### config.mk
export PLATFORM = sky130hd
export DESIGN_NAME = mnd_frac_div
export DESIGN_NICKNAME = d
export VERILOG_FILES = /design/src/rtl/mnd_div_pkg.sv /design/src/rtl/mnd_cfg_latch.sv /design/src/rtl/mnd_prediv.sv /design/src/rtl/mnd_accum.sv /design/src/rtl/mnd_frac_div.sv
export SDC_FILE = /design/constraint.sdc
export NUM_CORES = 1
export LEC_CHECK = 0
export ABC_CLOCK_PERIOD_IN_PS = 39600
export BUFFER_PORTS_ARGS = -buffer_cell sky130_fd_sc_hd__buf_2
export CORE_ASPECT_RATIO = 0.6
export CORE_MARGIN = 2
export CORE_UTILIZATION = 51
export DETAILED_ROUTE_END_ITERATION = 8
export PLACE_DENSITY = 0.78
export SYNTH_ARGS = -nofsm -noshare
export SYNTH_HDL_FRONTEND = slang
export SYNTH_SLANG_ARGS = --single-unit
### constraint.sdc
create_clock -name clk -period 39.6 [get_ports clk]
set_clock_uncertainty 0.1 [all_clocks]
set_input_delay 7.92 -clock clk [delete_from_list [all_inputs] [get_ports clk]]
set_output_delay 7.92 -clock clk [all_outputs]
set_load 0.01 [all_outputs]
### src/rtl/mnd_div_pkg.sv
package mnd_div_pkg;

    localparam int HID_W  = 5;
    localparam int MND_W  = 8;
    localparam int RATE_W = 12;
    localparam int ACC_W  = MND_W + 1;
    localparam int QUO_W  = RATE_W + 2;

    localparam logic [HID_W-1:0] HID_MAX = '1;

    typedef struct packed {
        logic [HID_W-1:0] prediv;
        logic [1:0]       mode;
        logic [MND_W-1:0] m;
        logic [MND_W-1:0] nreg;
        logic [MND_W-1:0] dreg;
    } mnd_cfg_t;

    // Effective N from the inverted (N - M) field.
    function automatic logic [ACC_W-1:0] decode_n(input logic [MND_W-1:0] m,
                                                  input logic [MND_W-1:0] nreg);
        return {1'b0, ~nreg} + {1'b0, m};
    endfunction

    function automatic logic [MND_W-1:0] decode_d(input logic [MND_W-1:0] dreg);
        return ~dreg;
    endfunction

    // ceil(2*par/tgt) - 1, clamped to the predivider field range.
    function automatic logic [HID_W-1:0] calc_byte_div(input logic [RATE_W-1:0] par,
                                                       input logic [RATE_W-1:0] tgt);
        logic [QUO_W-1:0] num;
        logic [QUO_W-1:0] quo;
        if (tgt == '0) return HID_MAX;
        num = {1'b0, par, 1'b0} + {2'b00, tgt} - QUO_W'(1);
        quo = num / {2'b00, tgt};
        if (quo == '0) return '0;
        if ((quo - QUO_W'(1)) > QUO_W'(HID_MAX)) return HID_MAX;
        return HID_W'(quo - QUO_W'(1));
    endfunction

endpackage

### src/rtl/mnd_cfg_latch.sv
module mnd_cfg_latch
    import mnd_div_pkg::*;
(
    input  logic                  clk,
    input  logic                  rst,
    input  logic                  apply,
    input  mnd_cfg_t              cfg_in,
    output mnd_cfg_t              cfg_q,
    output logic [ACC_W-1:0]      n_true,
    output logic [MND_W-1:0]      d_thr,
    output logic                  active
);
    always_ff @(posedge clk) begin
        if (rst)        cfg_q <= '0;
        else if (apply) cfg_q <= cfg_in;
    end

    always_comb begin
        n_true = decode_n(cfg_q.m, cfg_q.nreg);
        d_thr  = decode_d(cfg_q.dreg);
        active = (cfg_q.mode != 2'd0) && (n_true != '0) &&
                 (n_true != {1'b0, cfg_q.m});
    end
endmodule

### src/rtl/mnd_prediv.sv
module mnd_prediv
    import mnd_div_pkg::*;
(
    input  logic             clk,
    input  logic             rst,
    input  logic             restart,
    input  logic             tick_i,
    input  logic [HID_W-1:0] prediv,
    output logic             pre_tick
);
    logic [HID_W-1:0] cnt_q;
    logic             at_end;

    assign at_end   = (cnt_q == prediv);
    assign pre_tick = tick_i && !restart && at_end;

    always_ff @(posedge clk) begin
        if (rst || restart) begin
            cnt_q <= '0;
        end else if (tick_i) begin
            cnt_q <= at_end ? '0 : cnt_q + HID_W'(1);
        end
    end
endmodule

### src/rtl/mnd_accum.sv
module mnd_accum
    import mnd_div_pkg::*;
(
    input  logic             clk,
    input  logic             rst,
    input  logic             restart,
    input  logic             pre_tick,
    input  logic             active,
    input  logic [MND_W-1:0] m,
    input  logic [ACC_W-1:0] n_true,
    input  logic [MND_W-1:0] d_thr,
    output logic             tick_o,
    output logic             duty_o,
    output logic [ACC_W-1:0] acc_o
);
    logic [ACC_W:0] sum;
    logic           wrap;

    assign sum  = {1'b0, acc_o} + {2'b00, m};
    assign wrap = (sum >= {1'b0, n_true});

    always_ff @(posedge clk) begin
        if (rst || restart) begin
            acc_o  <= '0;
            tick_o <= 1'b0;
        end else begin
            if (active) begin
                tick_o <= pre_tick && wrap;
                if (pre_tick) acc_o <= wrap ? ACC_W'(sum - {1'b0, n_true}) : ACC_W'(sum);
            end else begin
                tick_o <= pre_tick;
            end
        end
    end

    assign duty_o = active && (acc_o < {1'b0, d_thr});
endmodule

### src/rtl/mnd_frac_div.sv
module mnd_frac_div
    import mnd_div_pkg::*;
(
    input  logic              clk,
    input  logic              rst,
    input  logic              cfg_apply_i,
    input  logic [HID_W-1:0]  prediv_i,
    input  logic [1:0]        mode_i,
    input  logic [MND_W-1:0]  m_i,
    input  logic [MND_W-1:0]  nreg_i,
    input  logic [MND_W-1:0]  dreg_i,
    input  logic              tick_i,
    input  logic [RATE_W-1:0] par_rate_i,
    input  logic [RATE_W-1:0] tgt_rate_i,
    output logic [HID_W-1:0]  byte_div_o,
    output logic              tick_o,
    output logic              duty_o
);
    mnd_cfg_t         cfg_in;
    mnd_cfg_t         cfg_q;
    logic [ACC_W-1:0] n_true;
    logic [MND_W-1:0] d_thr;
    logic             mn_active;
    logic             pre_tick;
    logic [ACC_W-1:0] acc_val;

    assign cfg_in = '{prediv: prediv_i, mode: mode_i, m: m_i, nreg: nreg_i, dreg: dreg_i};

    mnd_cfg_latch u_cfg (
        .clk    (clk),
        .rst    (rst),
        .apply  (cfg_apply_i),
        .cfg_in (cfg_in),
        .cfg_q  (cfg_q),
        .n_true (n_true),
        .d_thr  (d_thr),
        .active (mn_active)
    );

    mnd_prediv u_pre (
        .clk      (clk),
        .rst      (rst),
        .restart  (cfg_apply_i),
        .tick_i   (tick_i),
        .prediv   (cfg_q.prediv),
        .pre_tick (pre_tick)
    );

    mnd_accum u_acc (
        .clk      (clk),
        .rst      (rst),
        .restart  (cfg_apply_i),
        .pre_tick (pre_tick),
        .active   (mn_active),
        .m        (cfg_q.m),
        .n_true   (n_true),
        .d_thr    (d_thr),
        .tick_o   (tick_o),
        .duty_o   (duty_o),
        .acc_o    (acc_val)
    );

    assign byte_div_o = calc_byte_div(par_rate_i, tgt_rate_i);
endmodule

### Word level (Yosys, flattened, before mapping)

Index checks and enable logic that the tools add are counted.
W data, S select, Z words.

* magnitude comparators: 3
* eq/ne operators: 2
* divide/modulo/power cells: 1
* add/subtract/negate cells: 7
* multipliers: 0
* reduce and logical (&&, ||, !) cells: 13
* shift-type cells: 0
* mux-type cells: 15
* bitwise operators: 2

Operators by type and width (number)
* $mux W5: 7
* $sub A14 B1 Y14 const B: 2
* $not A8 Y8: 2
* $add A13 B12 Y14: 1
* $div A14 B12 Y14: 1
* $gt A14 B5 Y1 const B: 1
* $logic_not A14 Y1: 1
* $logic_not A12 Y1: 1
* $add A9 B8 Y10: 1
* $ge A10 B9 Y1: 1
* $add A8 B8 Y9: 1
* $lt A9 B8 Y1: 1
* $mux W9: 1
* $ne A9 B8 Y1: 1
* $reduce_bool A9 Y1: 1
* $sub A9 B9 Y9: 1
* $mux W1: 7
* $logic_and A1 B1 Y1: 6
* $add A5 B1 Y5 const B: 1
* $eq A5 B5 Y1: 1
* $reduce_and A2 Y1: 1
* $reduce_bool A2 Y1: 1
* $logic_not A1 Y1: 1
* $logic_or A1 B1 Y1: 1

* RAM bits: 0
* latch bits: 0
* word-level logic and storage cells: 51
* memory bits (read-only): 0
* output and inout bits: 7
* input bits: 59
* register bits: 46
* memories: 0

### Logic depth before layout (Yosys ltp)

* depth after elaboration: 11
* mapped depth: 132
* depth with buffers taken out: 121

### Modules after synthesis

Synthesis repeated with hierarchy kept, for this count alone.

* cells, all modules: 1291
* area, all modules: 9705.6 µm²

By module, submodules not included
* mnd_frac_div: area each 6407.4 µm², sequential area each 0.0 µm², times used 1, cells an instance 907
* mnd_cfg_latch: area each 1602.8 µm², sequential area each 620.6 µm², times used 1, cells an instance 173
* mnd_accum: area each 1392.6 µm², sequential area each 200.2 µm², times used 1, cells an instance 182
* mnd_prediv: area each 302.8 µm², sequential area each 100.1 µm², times used 1, cells an instance 29

### Worst setup path after synthesis

Ideal clock, no wire load.

* path type: input port to output port
* start: input port tgt_rate_i[1]
* end: output port byte_div_o[0]
* stages on the path: 121
* path buffers: 10
* required time: 31580 ps
* slack: -379 ps
* arrival time: 31959 ps
* cell sequence: inv_1 > ha_1 > inv_1 > ha_1 > fa_1 > a211oi_2 > o21bai_1 > a2111o_1 > and3_1 > ha_1 > a21oi_1 > ha_1 > o21a_1 > o2111ai_1 > nand2_1 > a311o_1 > o221ai_1 > ha_1 > [85 not listed] > buf_4 > mux2_2 > ha_1 > a21o_1 > a21oi_1 > nor2b_1 > o21ai_0 > nand2b_1 > a21oi_1 > o31ai_1 > a211o_1 > inv_1 > ha_1 > nand2_1 > mux2i_1 > o211ai_1 > a32oi_2 > a21oi_1

* word-level cells in the longest chain between the ends: 11
* elaborated cells between the ends (all ways): 18
* classes of those cells: add/sub: 3; div: 1; order compare: 1; mux: 11; reduce/logical: 2

RTL lines
* start, declared: RTL line mnd_frac_div.sv:14 `input logic [RATE_W-1:0] tgt_rate_i,`
* $add A13 B12 Y14: RTL line mnd_div_pkg.sv:35 `num = {1'b0, par, 1'b0} + {2'b00, tgt} - QUO_W'(1);`
* $sub A14 B1 Y14: RTL line mnd_div_pkg.sv:35
* $div A14 B12 Y14: RTL line mnd_div_pkg.sv:36 `quo = num / {2'b00, tgt};`
* $sub A14 B1 Y14: RTL line mnd_div_pkg.sv:39 `return HID_W'(quo - QUO_W'(1));`
* $gt A14 B5 Y1: RTL line mnd_div_pkg.sv:38 `if ((quo - QUO_W'(1)) > QUO_W'(HID_MAX)) return HID_MAX;`
* $mux W1 (2 in series): RTL line mnd_div_pkg.sv:38
* $mux W1: RTL line mnd_div_pkg.sv:35
* $mux W5: RTL line mnd_div_pkg.sv:39
* $mux W5: RTL line mnd_div_pkg.sv:38
* $mux W5 (*): RTL line mnd_div_pkg.sv:35
* end, declared: RTL line mnd_frac_div.sv:15 `output logic [HID_W-1:0] byte_div_o,`

Mark *: on every way between the ends. The rest lies on a longest branch, timed or not. The select of a mux whose other input is x is not followed.

### Worst setup path after layout

* start: input port tgt_rate_i[1]
* end: output port byte_div_o[1]

Same word-level chain as after synthesis.

==> impl_metrics.toml <==
[pwr]
p_seq_share_pct = 5.2
peakVddDrop_uv = 71.92
p_leak_nw = 5.334
p_per_area_nw_per_um2 = 85.35
finalPower_uw = 965.4
internal_power_uw = 467.6
clock_power_share_pct = 4.1
p_switching_uw = 497.8
p_sw_share_pct = 51.56
comb_power_share_pct = 90.7

[route]
vias_per_cell = 6.091
antenna_left = 0
vias = 9648
drt-initial-drc-count = 1039
wl_per_cell_um = 18.75
wl_mm = 29.71
drt_first_pass_iters = 6
drc = 0

[setup_path]
cpPeakStageDelay_ps = 460
crit_slowest_cell = "a221o_1"
startpoint_type = "primary input"
cp.arrival_ps = 31100
required_ps = 31580
critPathKind = "in2out"
cp-end-kind = "primary output"
path_max_fanout = 10
reg2reg_depth = 16
path_common_cell = "ha_1"

[logic_synthesis]
yosysTopAreaCell = "ha_1"
syn-instance-count = 1195
synth-edff-count = 0
synthTopCellsByArea = "ha_1 (22%), dfxtp_1 (10%), a21oi_1 (6.0%)"
synth_compound_area_share_pct = 24.61
async_flop_share_pct = 0
synth_warnings = 0
synth_most_common_cell = "ha_1"
netlist-cell-type-count = 85
synth_common_cells = "ha_1 (160), nor2_1 (134), a21oi_1 (109)"
yosys.area_share.simple_pct = 19.56
synth_xor_area_share_pct = 9.868
synthDominantCellAreaShare_pct = 22.08
seq_area_frac_synth_pct = 10.16
syn_area_um2 = 9066
muxShareOfSynthArea_pct = 7.411
syn_avg_cell_area_um2 = 7.587
synth_fp_nets = 1418
ys_seq_elements = 46
synthFlopType = "dfxtp_1"
synth_fa_ha_area_share_pct = 22.96
synth_top_family_by_area = "compound AO/OA/AOI/OAI gates"

[sta]
whs_ps = 393.1
setup_viol = 0
hold_violations = 0
slew_headroom_pct = 14.29
worstMarginPinSlew_ps = 1286
fin_crit_ps = 39120
drv_slew = 0
fin_crit_sh_pct = 98.79
fmax_ghz = 0.02556

[global_routing]
grt_start_max_net_pins = 35
antenna_found_initial = 0
overflow = 0
grt_usage_pct = 28.74
grt_pass1_wl_mm = 43.93
grt_pass1_vias = 8525

[placement]
dp_cells = 1533
port_buffers = 65
place_congestion = 0.9959
hpwlAfterDp_mm = 21.70

[die]
die_x_um = 176.1
rows = 37
initial_core_util_pct = 52.50
pin_count = 66
design.core.area_um2 = 17270
die-area_um2 = 18890
fp.dieH_um = 107.3

[clock_tree]
root_buffer = "clkbuf_16"
h-tree-depth = 2
clock_path_buffers = 2
clk_pin_slew_ps = 60
cts_buffers = 5
cts_tree = "yes"
clkLatencyLatePin_ps = 290
clkSinkCount = 46

[layout]
final_util_pct = 65.50
nets = 1573
antenna_cells = 0
drive_above_1_share_pct = 24.74
layout.cells.non_filler = 1584
synthToLayoutAreaGrowth_pct = 24.76

[hold_path]
hold_depth = 2
hold_path_class = "reg2reg"

[run_status]
status = "completed"

[flow_run]
drv_cap = 0
[sequential cells by signal, indices dropped and copies added, names as in the netlist]
name and cells:
u_acc.acc_o 9, u_cfg.cfg_q 31, u_pre.cnt_q 5, u_acc.tick_o 1
[path summary, 6_finish.rpt]
kind / startpoint / end / slack (ps)
min reg2reg: u_cfg.cfg_q[10] / u_cfg.cfg_q[10] / 390
min: u_cfg.cfg_q[10] / u_cfg.cfg_q[10] / 390
max reg2reg: u_cfg.cfg_q[16] / u_acc.acc_o[2] / 34420
max: tgt_rate_i[1] / byte_div_o[1] / 480
[critical path: cells and delay by family]
kind	cells	cell delay, ps
AOI/OAI and AO/OA	57	10800
xor gates and xnor gates	1	290
adders and majority gates	18	5180
buffers and inverters	14	1700
muxes	5	1630
and+or+nand+nor	23	3570
[cells by family (layout without fill, tap and decap cells)]
family,after synthesis,in the layout
AO/OA/AOI/OAI,338,339
XOR/XNOR,99,99
adder cells (fa/ha/maj),164,164
buffers and inverters,127,280
flip-flops,46,46
multiplexers,63,63
AND/OR/NAND/NOR,358,359
[timing repair]
action | CTS | global route
endpoints found under the setup margin | 5 | 5
pin swaps | 10 | 54
buffers inserted | 8 | 33
gates resized for setup | 21 | 134
cloned | 1 | 2
hold buffers | 0 | 0
[power by group through the flow]
stage               Clock [mW]  Combinational, mW  Sequential, mW
detailed placement           0              0.698          0.0511
CTS                     0.0410              0.722          0.0501
global route            0.0428              0.945          0.0504
floorplan                    0              0.525          0.0506
finish                  0.0400              0.875          0.0501
global placement             0              0.688          0.0510
[per-stage QoR]
stage	worst slack (ps)	instance area [um2]	TNS [ps]
floorplan	56.54	9080	0
global placement	-118.7	10080	-534.1
detailed placement	-850.5	10080	-4219
CTS	8.246	10350	0
global route	-543.7	11310	-2637
finish	478.5	11310	0
[layout make-up]
type | count | area, um2
multi-input combinational | 1024 | 8409
fill | 1426 | 5957
timing repair buffer | 172 | 1176
sequential | 46 | 920.9
inverter | 101 | 379.1
tap | 234 | 292.8
clock buffer | 7 | 132.6
[cell usage in the layout (no fill, tap or decap), types with 10 or more instances in the layout]
| cell | n |
|---|---|
| nand4_1 | 13 |
| o21ai_2 | 10 |
| o21ai_1 | 13 |
| a211oi_1 | 15 |
| ha_4 | 17 |
| inv_1 | 96 |
| dfxtp_1 | 46 |
| and3_1 | 13 |
| buf_2 | 66 |
| mux2i_1 | 38 |
| xor2_1 | 46 |
| o21a_1 | 23 |
| nand2_1 | 54 |
| a21oi_1 | 90 |
| ha_1 | 137 |
| a21oi_2 | 19 |
| nor2_1 | 129 |
| o21ai_0 | 37 |
| buf_4 | 95 |
| nor3_1 | 26 |
| xnor2_1 | 51 |
| buf_6 | 10 |
| nand2b_1 | 22 |
| nand3_1 | 15 |
| a21o_1 | 38 |
| nor2b_1 | 18 |
| mux2_2 | 16 |
| or3_1 | 11 |
[metal layers]
metal / GRT usage (%) / up-vias / wire (um)
met1: 45.88 / 4467 / 14350
met5: 0 / - / 0
li1: - / 4648 / -
met2: 38.52 / 487 / 11660
met3: 7.627 / 46 / 3403
met4: 2.479 / 0 / 286
(Power assumes the default switching activity.)
